### config.mk
export PLATFORM = sky130hd
export DESIGN_NAME = card_ready_monitor
export DESIGN_NICKNAME = d
export VERILOG_FILES = /design/src/rtl/card_rdy_pkg.sv /design/src/rtl/crd_tick_gen.sv /design/src/rtl/crd_pres_sync.sv /design/src/rtl/crd_hold_cnt.sv /design/src/rtl/card_ready_monitor.sv
export SDC_FILE = /design/constraint.sdc
export NUM_CORES = 1
export LEC_CHECK = 0
export ABC_CLOCK_PERIOD_IN_PS = 2420
export CAP_MARGIN = 40
export CORE_ASPECT_RATIO = 0.8
export CORE_UTILIZATION = 30
export CTS_BUF_LIST = sky130_fd_sc_hd__clkbuf_2
export DETAILED_ROUTE_END_ITERATION = 12
export DONT_BUFFER_PORTS = 1
export PLACE_DENSITY = 0.52
export SLEW_MARGIN = 10
export SYNTH_ARGS = -nofsm -noshare
export SYNTH_HDL_FRONTEND = slang
export SYNTH_SLANG_ARGS = --single-unit
### constraint.sdc
create_clock -name clk -period 2.42 [get_ports clk]
set_input_delay 0 -clock clk [delete_from_list [all_inputs] [get_ports clk]]
set_output_delay 0 -clock clk [all_outputs]
set_load 0.03 [all_outputs]
### src/rtl/card_rdy_pkg.sv
package card_rdy_pkg;

  typedef enum logic [1:0] {
    ST_HOLD  = 2'd0,  // power-on hold, nothing decided yet
    ST_IDLE  = 2'd1,  // flag low, waiting for a good slot
    ST_READY = 2'd2   // flag high
  } rdy_state_t;

  // Card inserted when either contact reports it (opposite polarities).
  function automatic logic card_seen(input logic hi, input logic lo_n);
    return hi | ~lo_n;
  endfunction

  // Any of the electrical fault flags.
  function automatic logic any_fault(input logic [3:0] flags);
    return |flags;
  endfunction

endpackage

### src/rtl/crd_tick_gen.sv
module crd_tick_gen #(
  parameter int PRESCALE = 1000
) (
  input  logic clk,
  input  logic rst_n,
  output logic tick_o
);

  generate
    if (PRESCALE <= 1) begin : g_every
      assign tick_o = rst_n;
    end else begin : g_div
      localparam int CW = $clog2(PRESCALE);
      localparam logic [CW-1:0] LAST = CW'(PRESCALE - 1);
      logic [CW-1:0] cnt_q;

      always_ff @(posedge clk or negedge rst_n) begin
        if (!rst_n)            cnt_q <= '0;
        else if (cnt_q == LAST) cnt_q <= '0;
        else                   cnt_q <= cnt_q + 1'b1;
      end

      assign tick_o = (cnt_q == LAST);

      AST_TICK_RANGE: assert property (@(posedge clk) disable iff (!rst_n)
        cnt_q <= LAST);
    end
  endgenerate

endmodule

### src/rtl/crd_pres_sync.sv
module crd_pres_sync
  import card_rdy_pkg::*;
(
  input  logic clk,
  input  logic rst_n,
  input  logic det_hi_i,
  input  logic det_lo_n_i,
  output logic pres_o
);

  // Reset values correspond to "no card" on both contacts.
  logic [1:0] hi_q;
  logic [1:0] lo_n_q;

  always_ff @(posedge clk or negedge rst_n) begin
    if (!rst_n) begin
      hi_q   <= 2'b00;
      lo_n_q <= 2'b11;
    end else begin
      hi_q   <= {hi_q[0], det_hi_i};
      lo_n_q <= {lo_n_q[0], det_lo_n_i};
    end
  end

  assign pres_o = card_seen(hi_q[1], lo_n_q[1]);

endmodule

### src/rtl/crd_hold_cnt.sv
module crd_hold_cnt #(
  parameter int LIMIT = 8
) (
  input  logic clk,
  input  logic rst_n,
  input  logic clr_i,
  input  logic tick_i,
  output logic done_o
);

  localparam int CW = $clog2(LIMIT + 1);
  localparam logic [CW-1:0] TOP = CW'(LIMIT);

  logic [CW-1:0] cnt_q;

  // Saturating step: stops at the limit.
  function automatic logic [CW-1:0] step(input logic [CW-1:0] v, input logic go);
    if (go && v != TOP) return v + 1'b1;
    return v;
  endfunction

  always_ff @(posedge clk or negedge rst_n) begin
    if (!rst_n)     cnt_q <= '0;
    else if (clr_i) cnt_q <= '0;
    else            cnt_q <= step(cnt_q, tick_i);
  end

  assign done_o = (cnt_q == TOP);

  AST_HOLD_NO_OVERFLOW: assert property (@(posedge clk) disable iff (!rst_n)
    cnt_q <= TOP);
  AST_HOLD_CLEAR: assert property (@(posedge clk) disable iff (!rst_n)
    clr_i |=> (cnt_q == '0));

endmodule

### src/rtl/card_ready_monitor.sv
module card_ready_monitor
  import card_rdy_pkg::*;
#(
  parameter int PRESCALE  = 1000,
  parameter int DEB_TICKS = 8,
  parameter int POR_TICKS = 16
) (
  input  logic clk,
  input  logic rst_n,
  input  logic det_hi_i,
  input  logic det_lo_n_i,
  input  logic uv_flt_i,
  input  logic ot_flt_i,
  input  logic reg_flt_i,
  input  logic pump_flt_i,
  input  logic cmd_n_i,
  output logic ready_o,
  output logic alarm_o
);

  logic       tick;
  logic       pres_sync;
  logic       hold_done;
  logic       hold_active;
  logic       deb_clr;
  logic       deb_done;
  logic       flt_elec;
  logic       slot_good;
  logic       drop_evt;
  rdy_state_t state_q;
  logic       alarm_q;

  crd_tick_gen #(.PRESCALE(PRESCALE)) u_tick (
    .clk(clk), .rst_n(rst_n), .tick_o(tick)
  );

  crd_pres_sync u_sync (
    .clk(clk), .rst_n(rst_n),
    .det_hi_i(det_hi_i), .det_lo_n_i(det_lo_n_i),
    .pres_o(pres_sync)
  );

  crd_hold_cnt #(.LIMIT(POR_TICKS)) u_por (
    .clk(clk), .rst_n(rst_n), .clr_i(1'b0), .tick_i(tick), .done_o(hold_done)
  );

  assign hold_active = ~hold_done;
  // Absence or power-on hold keeps the debounce at zero.
  assign deb_clr = ~pres_sync | hold_active;

  crd_hold_cnt #(.LIMIT(DEB_TICKS)) u_deb (
    .clk(clk), .rst_n(rst_n), .clr_i(deb_clr), .tick_i(tick), .done_o(deb_done)
  );

  assign flt_elec  = any_fault({pump_flt_i, reg_flt_i, ot_flt_i, uv_flt_i});
  assign slot_good = deb_done & pres_sync & ~flt_elec & cmd_n_i;
  assign drop_evt  = (state_q == ST_READY) & (flt_elec | ~pres_sync);

  always_ff @(posedge clk or negedge rst_n) begin
    if (!rst_n) begin
      state_q <= ST_HOLD;
      alarm_q <= 1'b0;
    end else begin
      alarm_q <= 1'b0;
      unique case (state_q)
        ST_HOLD:  if (hold_done) state_q <= ST_IDLE;
        ST_IDLE:  if (slot_good) state_q <= ST_READY;
        ST_READY: if (drop_evt) begin
                    state_q <= ST_IDLE;
                    alarm_q <= 1'b1;
                  end
        default:  state_q <= ST_HOLD;
      endcase
    end
  end

  assign ready_o = (state_q == ST_READY);
  assign alarm_o = alarm_q;

  AST_PULLOUT_DROP: assert property (@(posedge clk) disable iff (!rst_n)
    !pres_sync |=> !ready_o);
  AST_FAULT_DROP: assert property (@(posedge clk) disable iff (!rst_n)
    (ready_o && flt_elec) |=> (!ready_o && alarm_o));
  AST_RISE_DEBOUNCED: assert property (@(posedge clk) disable iff (!rst_n)
    $rose(ready_o) |-> $past(deb_done));
  AST_RISE_ACKED: assert property (@(posedge clk) disable iff (!rst_n)
    $rose(ready_o) |-> ($past(cmd_n_i) && !$past(flt_elec)));
  AST_HOLD_QUIET: assert property (@(posedge clk) disable iff (!rst_n)
    hold_active |-> (!ready_o && !alarm_o));
  AST_HOLD_NO_CREDIT: assert property (@(posedge clk) disable iff (!rst_n)
    $rose(hold_done) |-> !deb_done);
  AST_ALARM_SINGLE: assert property (@(posedge clk) disable iff (!rst_n)
    alarm_o |=> !alarm_o);
  AST_ALARM_ON_FALL: assert property (@(posedge clk) disable iff (!rst_n)
    alarm_o |-> (!ready_o && $past(ready_o)));

endmodule

Word-level counts from Yosys, hierarchy flattened
Cells that the tools add are included.
{"block": "op_classes", "bitwise_logic": 11, "multipliers": 0, "shift": 0, "mux": 14, "div_mod_pow": 0, "n_addsub": 3, "eq_ne": 10, "magnitude_cmp": 0, "reduce_logical": 6}
{"op": "$mux 4", "count": 3}
{"op": "$add 10x1->10 const B", "count": 1}
{"op": "$eq 10x10->1 const B", "count": 1}
{"op": "$mux 10", "count": 1}
{"op": "$mux 2", "count": 3}
{"op": "$pmux 2 s3", "count": 1}
{"op": "$add 5x1->5 const B", "count": 1}
{"op": "$eq 5x5->1 const B", "count": 1}
{"op": "$mux 1", "count": 5}
{"op": "$mux 5", "count": 1}
{"op": "$ne 5x5->1 const B", "count": 1}
{"op": "$add 4x1->4 const B", "count": 1}
{"op": "$and 1x1->1", "count": 4}
{"op": "$eq 4x4->1 const B", "count": 1}
{"op": "$ne 2x2->1 const B", "count": 2}
{"op": "$ne 4x4->1 const B", "count": 1}
{"op": "$not 1->1", "count": 4}
{"op": "$reduce_or 4->1", "count": 1}
{"op": "$or 1x1->1", "count": 3}
{"op": "$reduce_and 3->1", "count": 1}
{"op": "$eq 2x1->1 const B", "count": 1}
{"op": "$eq 2x2->1 const B", "count": 1}
{"op": "$logic_and 1x1->1", "count": 2}
{"op": "$logic_not 2->1", "count": 1}
{"op": "2 further kinds", "count": 2}
{"block": "totals", "elab_cells": 51, "memories": 0, "register_bits": 26, "inputBits": 9, "romBits": 0, "out_inout_bits": 2, "mem_bits_rw": 0, "latchBits": 0}

Longest topological paths before layout
{"block": "logic_depth", "ltp_word": 7, "ltp_mapped": 6, "ltp_nobuf": 6}

Modules after synthesis
Synthesis repeated with hierarchy kept, for this count alone.
{"block": "hier_totals", "hier_cells": 116, "hier_area_um2": 1262.5}
{"mod": "crd_tick_gen", "cells_per_inst": 43, "seq_area_each_um2": 250.2, "n_inst": 1, "area_each_um2": 483.0}
{"mod": "crd_hold_cnt at u_por", "cells_per_inst": 27, "seq_area_each_um2": 125.1, "n_inst": 1, "area_each_um2": 280.3}
{"mod": "crd_hold_cnt at u_deb", "cells_per_inst": 24, "seq_area_each_um2": 100.1, "n_inst": 1, "area_each_um2": 232.7}
{"mod": "card_ready_monitor", "cells_per_inst": 17, "seq_area_each_um2": 75.1, "n_inst": 1, "area_each_um2": 157.7}
{"mod": "crd_pres_sync", "cells_per_inst": 5, "seq_area_each_um2": 102.6, "n_inst": 1, "area_each_um2": 108.9}

Least setup slack after synthesis
OpenSTA, ideal clock, no wires.
{"block": "synth_path", "kind": "register to register", "startpoint": "register u_tick.g_div.cnt_q[0]", "endpoint": "register u_por.cnt_q[1]", "n_path_buf": 0, "setup_ps": 125, "setup_slack_ps": 729, "period_less_slack_ps": 1691, "t_arrival_ps": 1566, "path_stages_with_launch": 6, "t_required_ps": 2295, "path_cell_list": "dfrtp_1 -> ha_1 -> nand2_1 -> nor3_2 -> nand2_2 -> mux2_4"}
{"block": "synth_via", "elab_chain_cells": 3}
{"item": "start: declaration", "line_no": "crd_tick_gen.sv:15", "source": "logic [CW-1:0] cnt_q;"}
{"item": "start signal: assignment", "line_no": "crd_tick_gen.sv:20", "source": "else cnt_q <= cnt_q + 1'b1;"}
{"item": "$eq 10x10->1", "line_no": "crd_tick_gen.sv:23", "source": "assign tick_o = (cnt_q == LAST);"}
{"item": "$logic_and 1x1->1", "line_no": "crd_hold_cnt.sv:18", "source": "if (go && v != TOP) return v + 1'b1;"}
{"item": "$mux 1", "line_no": "crd_hold_cnt.sv:18"}
{"item": "end signal: assignment", "line_no": "crd_hold_cnt.sv:25", "source": "else cnt_q <= step(cnt_q, tick_i);"}
{"item": "end: declaration", "line_no": "crd_hold_cnt.sv:14", "source": "logic [CW-1:0] cnt_q;"}
Every way passes these cells.
A chain may end at the register's enable or synchronous reset.

Worst setup path in the final report
{"block": "layout_path", "startpoint": "register u_tick.g_div.cnt_q[0]", "endpoint": "register u_deb.cnt_q[2]"}
{"block": "layout_via", "elab_chain_cells": 5}
{"item": "$eq 10x10->1", "line_no": "crd_tick_gen.sv:23"}
{"item": "$logic_and 1x1->1", "line_no": "crd_hold_cnt.sv:18"}
{"item": "$mux 1", "line_no": "crd_hold_cnt.sv:18"}
{"item": "$mux 1", "line_no": "crd_hold_cnt.sv:24", "source": "else if (clr_i) cnt_q <= '0;"}
{"item": "$reduce_bool 2->1 (no line)"}
{"item": "end signal: assignment", "line_no": "crd_hold_cnt.sv:25"}
{"item": "end: declaration", "line_no": "crd_hold_cnt.sv:14"}
Every way passes these cells. The select of a mux whose other input is x is not followed.

==> impl_results.html <==
<table>
<tr><th>Metric</th><th>Value</th></tr>
<tr><th colspan="2">Status</th></tr>
<tr><td>Run status</td><td>completed</td></tr>
<tr><th colspan="2">Clocking</th></tr>
<tr><td>Clock tree from TritonCTS</td><td>done</td></tr>
<tr><td>CTS buffer count</td><td>3</td></tr>
<tr><td>Maximum count of clock buffers along a single path</td><td>2</td></tr>
<tr><td>Buffer cell driving the clock tree root</td><td>clkbuf_2</td></tr>
<tr><td>Number of levels the H-tree was split into</td><td>1</td></tr>
<tr><td>Clock slew seen by the registers of the worst setup and hold paths</td><td>approximately 250 ps</td></tr>
<tr><td>Count of instances resized after the clock tree is built</td><td>0</td></tr>
<tr><td>Insertion delay of the later-clocked pin in the worst-skew pair</td><td>between 300 and 400 ps</td></tr>
<tr><td>Hold_buf cts</td><td>7</td></tr>
<tr><td>Post-CTS setup-driven buffer insertion count</td><td>0</td></tr>
<tr><td>CTS sink cnt</td><td>26</td></tr>
<tr><th colspan="2">Timing</th></tr>
<tr><td>Post-Route Hold Slack</td><td>around 52 ps</td></tr>
<tr><td>Setup repair after global routing missed its margin</td><td>false</td></tr>
<tr><td>Count of endpoints failing setup in the final report</td><td>0</td></tr>
<tr><td>Clock period minus worst slack</td><td>roughly 1800 ps</td></tr>
<tr><td>Final Hold Viols</td><td>0</td></tr>
<tr><td>Setup tns final</td><td>0 ps</td></tr>
<tr><td>Slew headroom</td><td>0.800</td></tr>
<tr><td>Max-slew violation count</td><td>0</td></tr>
<tr><td>Maximum clock frequency</td><td>about 550 MHz</td></tr>
<tr><td>Worst path setup slack after routing</td><td>612 ps</td></tr>
<tr><td>Share of the clock period used by the worst path</td><td>0.747</td></tr>
<tr><td>Slew at the pin with the worst max-slew slack</td><td>298 ps</td></tr>
<tr><td>Skew final</td><td>~12 ps</td></tr>
<tr><th colspan="2">Synthesis</th></tr>
<tr><td>Share of the synthesized area in the top cell type</td><td>0.488</td></tr>
<tr><td>Seq cells post-synth</td><td>26</td></tr>
<tr><td>Synth async-reset ratio</td><td>1.00</td></tr>
<tr><td>Synthesized area per cell</td><td>approximately 11 µm²</td></tr>
<tr><td>Seq/Total Area, Yosys</td><td>0.530</td></tr>
<tr><td>Distinct cells, synth</td><td>39</td></tr>
<tr><td>Synthesized Nets</td><td>122</td></tr>
<tr><td>Area contributors post-synth</td><td>dfrtp_1 49%, xnor2_1 5.7%, ha_1 5.1%, dfstp_2 4.3%, nor2_1 4.3%</td></tr>
<tr><td>Number of enable-type register cells in the synthesized netlist</td><td>0</td></tr>
<tr><td>Warning count from the yosys run</td><td>0</td></tr>
<tr><td>Cell type with the largest total area after synthesis</td><td>dfrtp_1</td></tr>
<tr><td>Netlist area before placement</td><td>approximately 1200 µm²</td></tr>
<tr><td>Predominant post-synthesis flop cell</td><td>dfrtp_1</td></tr>
<tr><td>Synthesized instance count</td><td>approximately 110</td></tr>
<tr><th colspan="2">Setup path</th></tr>
<tr><td>Logic depth of the worst register-to-register path</td><td>5</td></tr>
<tr><td>Critical Path Source Type</td><td>flip-flop</td></tr>
<tr><td>Terminus of the critical flop-to-flop path</td><td>u_deb.cnt_q[2]</td></tr>
<tr><td>Arrival @ worst endpoint</td><td>~2100 ps</td></tr>
<tr><td>Highest fanout seen on the critical path</td><td>6</td></tr>
<tr><td>Launch point of the worst reg-to-reg path</td><td>u_tick.g_div.cnt_q[0]</td></tr>
<tr><td>Crit-path slowest cell</td><td>or4_4</td></tr>
<tr><td>Required time of the worst setup path</td><td>about 2700 ps</td></tr>
<tr><td>Cell-by-cell trace of the critical path</td><td>ha_1 -&gt; nand2_1 -&gt; or4_4 -&gt; nor3b_2 -&gt; o21ba_2</td></tr>
<tr><td>Start-to-end type of the worst setup path</td><td>flip-flop to flip-flop</td></tr>
<tr><td>Sort of element at the end of the critical path</td><td>flip-flop</td></tr>
<tr><td>Slowest Stage Delay on Critical Path</td><td>600 ps</td></tr>
<tr><td>R2R setup slack</td><td>610 ps</td></tr>
<tr><th colspan="2">Drt</th></tr>
<tr><td>Number of vias after detailed routing</td><td>789</td></tr>
<tr><td>Number of DRC violations after detailed-routing iteration 0</td><td>24</td></tr>
<tr><td>Routed WL per cell</td><td>approximately 12 µm</td></tr>
<tr><td>Remaining antenna violation count</td><td>0</td></tr>
<tr><td>Via density per instance</td><td>4.51</td></tr>
<tr><td>DRC viols</td><td>0</td></tr>
<tr><td>Wire length reported by the detailed router</td><td>between 2 and 2.5 mm</td></tr>
<tr><td>Total iterations of the first detailed-routing run</td><td>4</td></tr>
<tr><th colspan="2">Cells and area</th></tr>
<tr><td>NumNets Final</td><td>roughly 140</td></tr>
<tr><td>Diode insertion count for antenna repair</td><td>0</td></tr>
<tr><td>Post-layout instance count excluding filler cells</td><td>between 150 and 200</td></tr>
<tr><td>Leading cell types in the layout, fill and taps excluded</td><td>24 x dfrtp_1, 14 x nor2_1, 8 x nand3_1, 8 x xnor2_1, 7 x inv_1</td></tr>
<tr><td>Most common library cell in the layout ignoring fill and taps</td><td>dfrtp_1</td></tr>
<tr><td>Layout Cell Area excl Fill</td><td>between 1000 and 1500 µm²</td></tr>
<tr><td>Fraction of final layout cells with drive strength greater than 1</td><td>0.133</td></tr>
<tr><td>Area growth from synthesis to final layout</td><td>14.2%</td></tr>
<tr><th colspan="2">Power</th></tr>
<tr><td>Worst IR Drop VDD</td><td>around 130 µV</td></tr>
<tr><td>Power density relative to cell area</td><td>between 400 and 500 nW/µm²</td></tr>
<tr><td>Static leakage</td><td>a little under 0.6 nW</td></tr>
<tr><th colspan="2">Flow run</th></tr>
<tr><td>Max-capacitance violation count</td><td>0</td></tr>
<tr><th colspan="2">Placed design</th></tr>
<tr><td>Cell count after placement</td><td>about 160</td></tr>
<tr><td>Global placement routability congestion</td><td>approximately 0.70</td></tr>
<tr><td>Worst slack, placed</td><td>659 ps</td></tr>
<tr><td>HPWL after detailed placement</td><td>between 1 and 1.5 mm</td></tr>
<tr><td>Number of port buffers</td><td>0</td></tr>
<tr><td>Total cell area at the placement stage</td><td>around 1300 µm²</td></tr>
<tr><th colspan="2">Die</th></tr>
<tr><td>Die width</td><td>73.6 µm</td></tr>
<tr><td>Std cell rows</td><td>20</td></tr>
<tr><td>Area inside the core boundary</td><td>between 3000 and 4000 µm²</td></tr>
<tr><td>Overall die area</td><td>4370 µm²</td></tr>
<tr><td>I/O pins</td><td>11</td></tr>
<tr><td>Effective utilization at floorplan</td><td>0.319</td></tr>
<tr><td>Die Span Y</td><td>about 60 µm</td></tr>
<tr><th colspan="2">Hold path</th></tr>
<tr><td>Path type of the worst min-delay path</td><td>input pin to async pin</td></tr>
<tr><th colspan="2">Global route</th></tr>
<tr><td>First-pass GRT wire length</td><td>between 3 and 4 mm</td></tr>
<tr><td>Total routing resource utilization after global routing</td><td>0.117</td></tr>
<tr><td>GRT overflow</td><td>0</td></tr>
<tr><td>Initial antenna violation count</td><td>0</td></tr>
<tr><td>Largest net degree at the start of global routing</td><td>27</td></tr>
<tr><td>Number of global-route vias before repair</td><td>around 840</td></tr>
</table>
[worst max-delay path, delay by kind of cell, from the launching register on]
| kind | cells | cell delay (ps) |
|---|---|---|
| compound gates | 1 | 140 |
| fa+ha+maj | 1 | 220 |
| flops | 1 | 460 |
| simple gates | 3 | 940 |
[cells in the mapped netlist (all sizes together) (2+ instances only)]
cell	count
nor2	14
or4	2
xnor2	8
nand3	8
nor3b	2
dfstp	2
xor2	3
or2	2
nand4	3
a21oi	3
ha	5
dfrtp	24
nand2	3
inv	7
nand4bb	2
[cells by family after synthesis]
group	after synthesis	synth area share
AOI/OAI and AO/OA	13	0.0772
xor gates and xnor gates	11	0.0783
adders and majority gates	5	0.0508
buffers and inverters	7	0.0213
DFF	26	0.530
muxes	2	0.0203
and+or+nand+nor	44	0.222
[registers in the layout (all words and copies together) (netlist names)]
signal and count:
u_tick.g_div.cnt_q 10, u_por.cnt_q 5, u_deb.cnt_q 4, state_q 2
u_sync.hi_q 2, u_sync.lo_n_q 2, alarm_o 1
[where the power goes]
part	switching (W)	leakage, nW	total (W)	internal (W)
registers	0.00000157	0.332	0.000442	0.000441
logic	0.0000109	0.247	0.0000210	0.0000101
clock network	0.000128	0.0140	0.000164	0.0000359
total	0.000141	0.593	0.000627	0.000487
[worst max path at each step]
stage | startpoint | endpoint | slack, ps | cells after the start
after detailed placement | u_tick.g_div.cnt_q[0] | u_deb.cnt_q[2] | 660 | 5
after CTS | u_tick.g_div.cnt_q[0] | u_deb.cnt_q[2] | 600 | 5
final | u_tick.g_div.cnt_q[0] | u_deb.cnt_q[2] | 610 | 5
after global routing | u_tick.g_div.cnt_q[0] | u_deb.cnt_q[2] | 490 | 5
after floorplan | u_tick.g_div.cnt_q[0] | u_por.cnt_q[1] | 730 | 5
after global placement | u_tick.g_div.cnt_q[0] | u_deb.cnt_q[2] | 700 | 5
[stage by stage]
stage               utilization  power (W)
floorplan                     -   0.000451
global placement          0.339   0.000451
detailed placement        0.339   0.000451
CTS                       0.365   0.000636
global route              0.365   0.000662
finish                    0.365   0.000627
[area by class of cell]
class	instances	area [µm²]
fillers	419	2450
flip-flops and latches	26	653
multi-input cells	75	552
repair buffers	8	87.6
well taps	55	68.8
inverters	7	26.3
clock buffers	3	15.0
clock inverters	1	3.75
[per-layer routing]
| layer | track usage | share of wire | vias up | wire length (µm) |
|---|---|---|---|---|
| li1 | - | - | 398 | - |
| met1 | 0.150 | 0.49 | 378 | 1000 |
| met2 | 0.172 | 0.45 | 9 | 917 |
| met3 | 0.0493 | 0.039 | 4 | 79 |
| met4 | 0.0522 | 0.017 | 0 | 34 |
| met5 | 0 | 0 | - | 0 |
(Power assumes the default switching activity.)
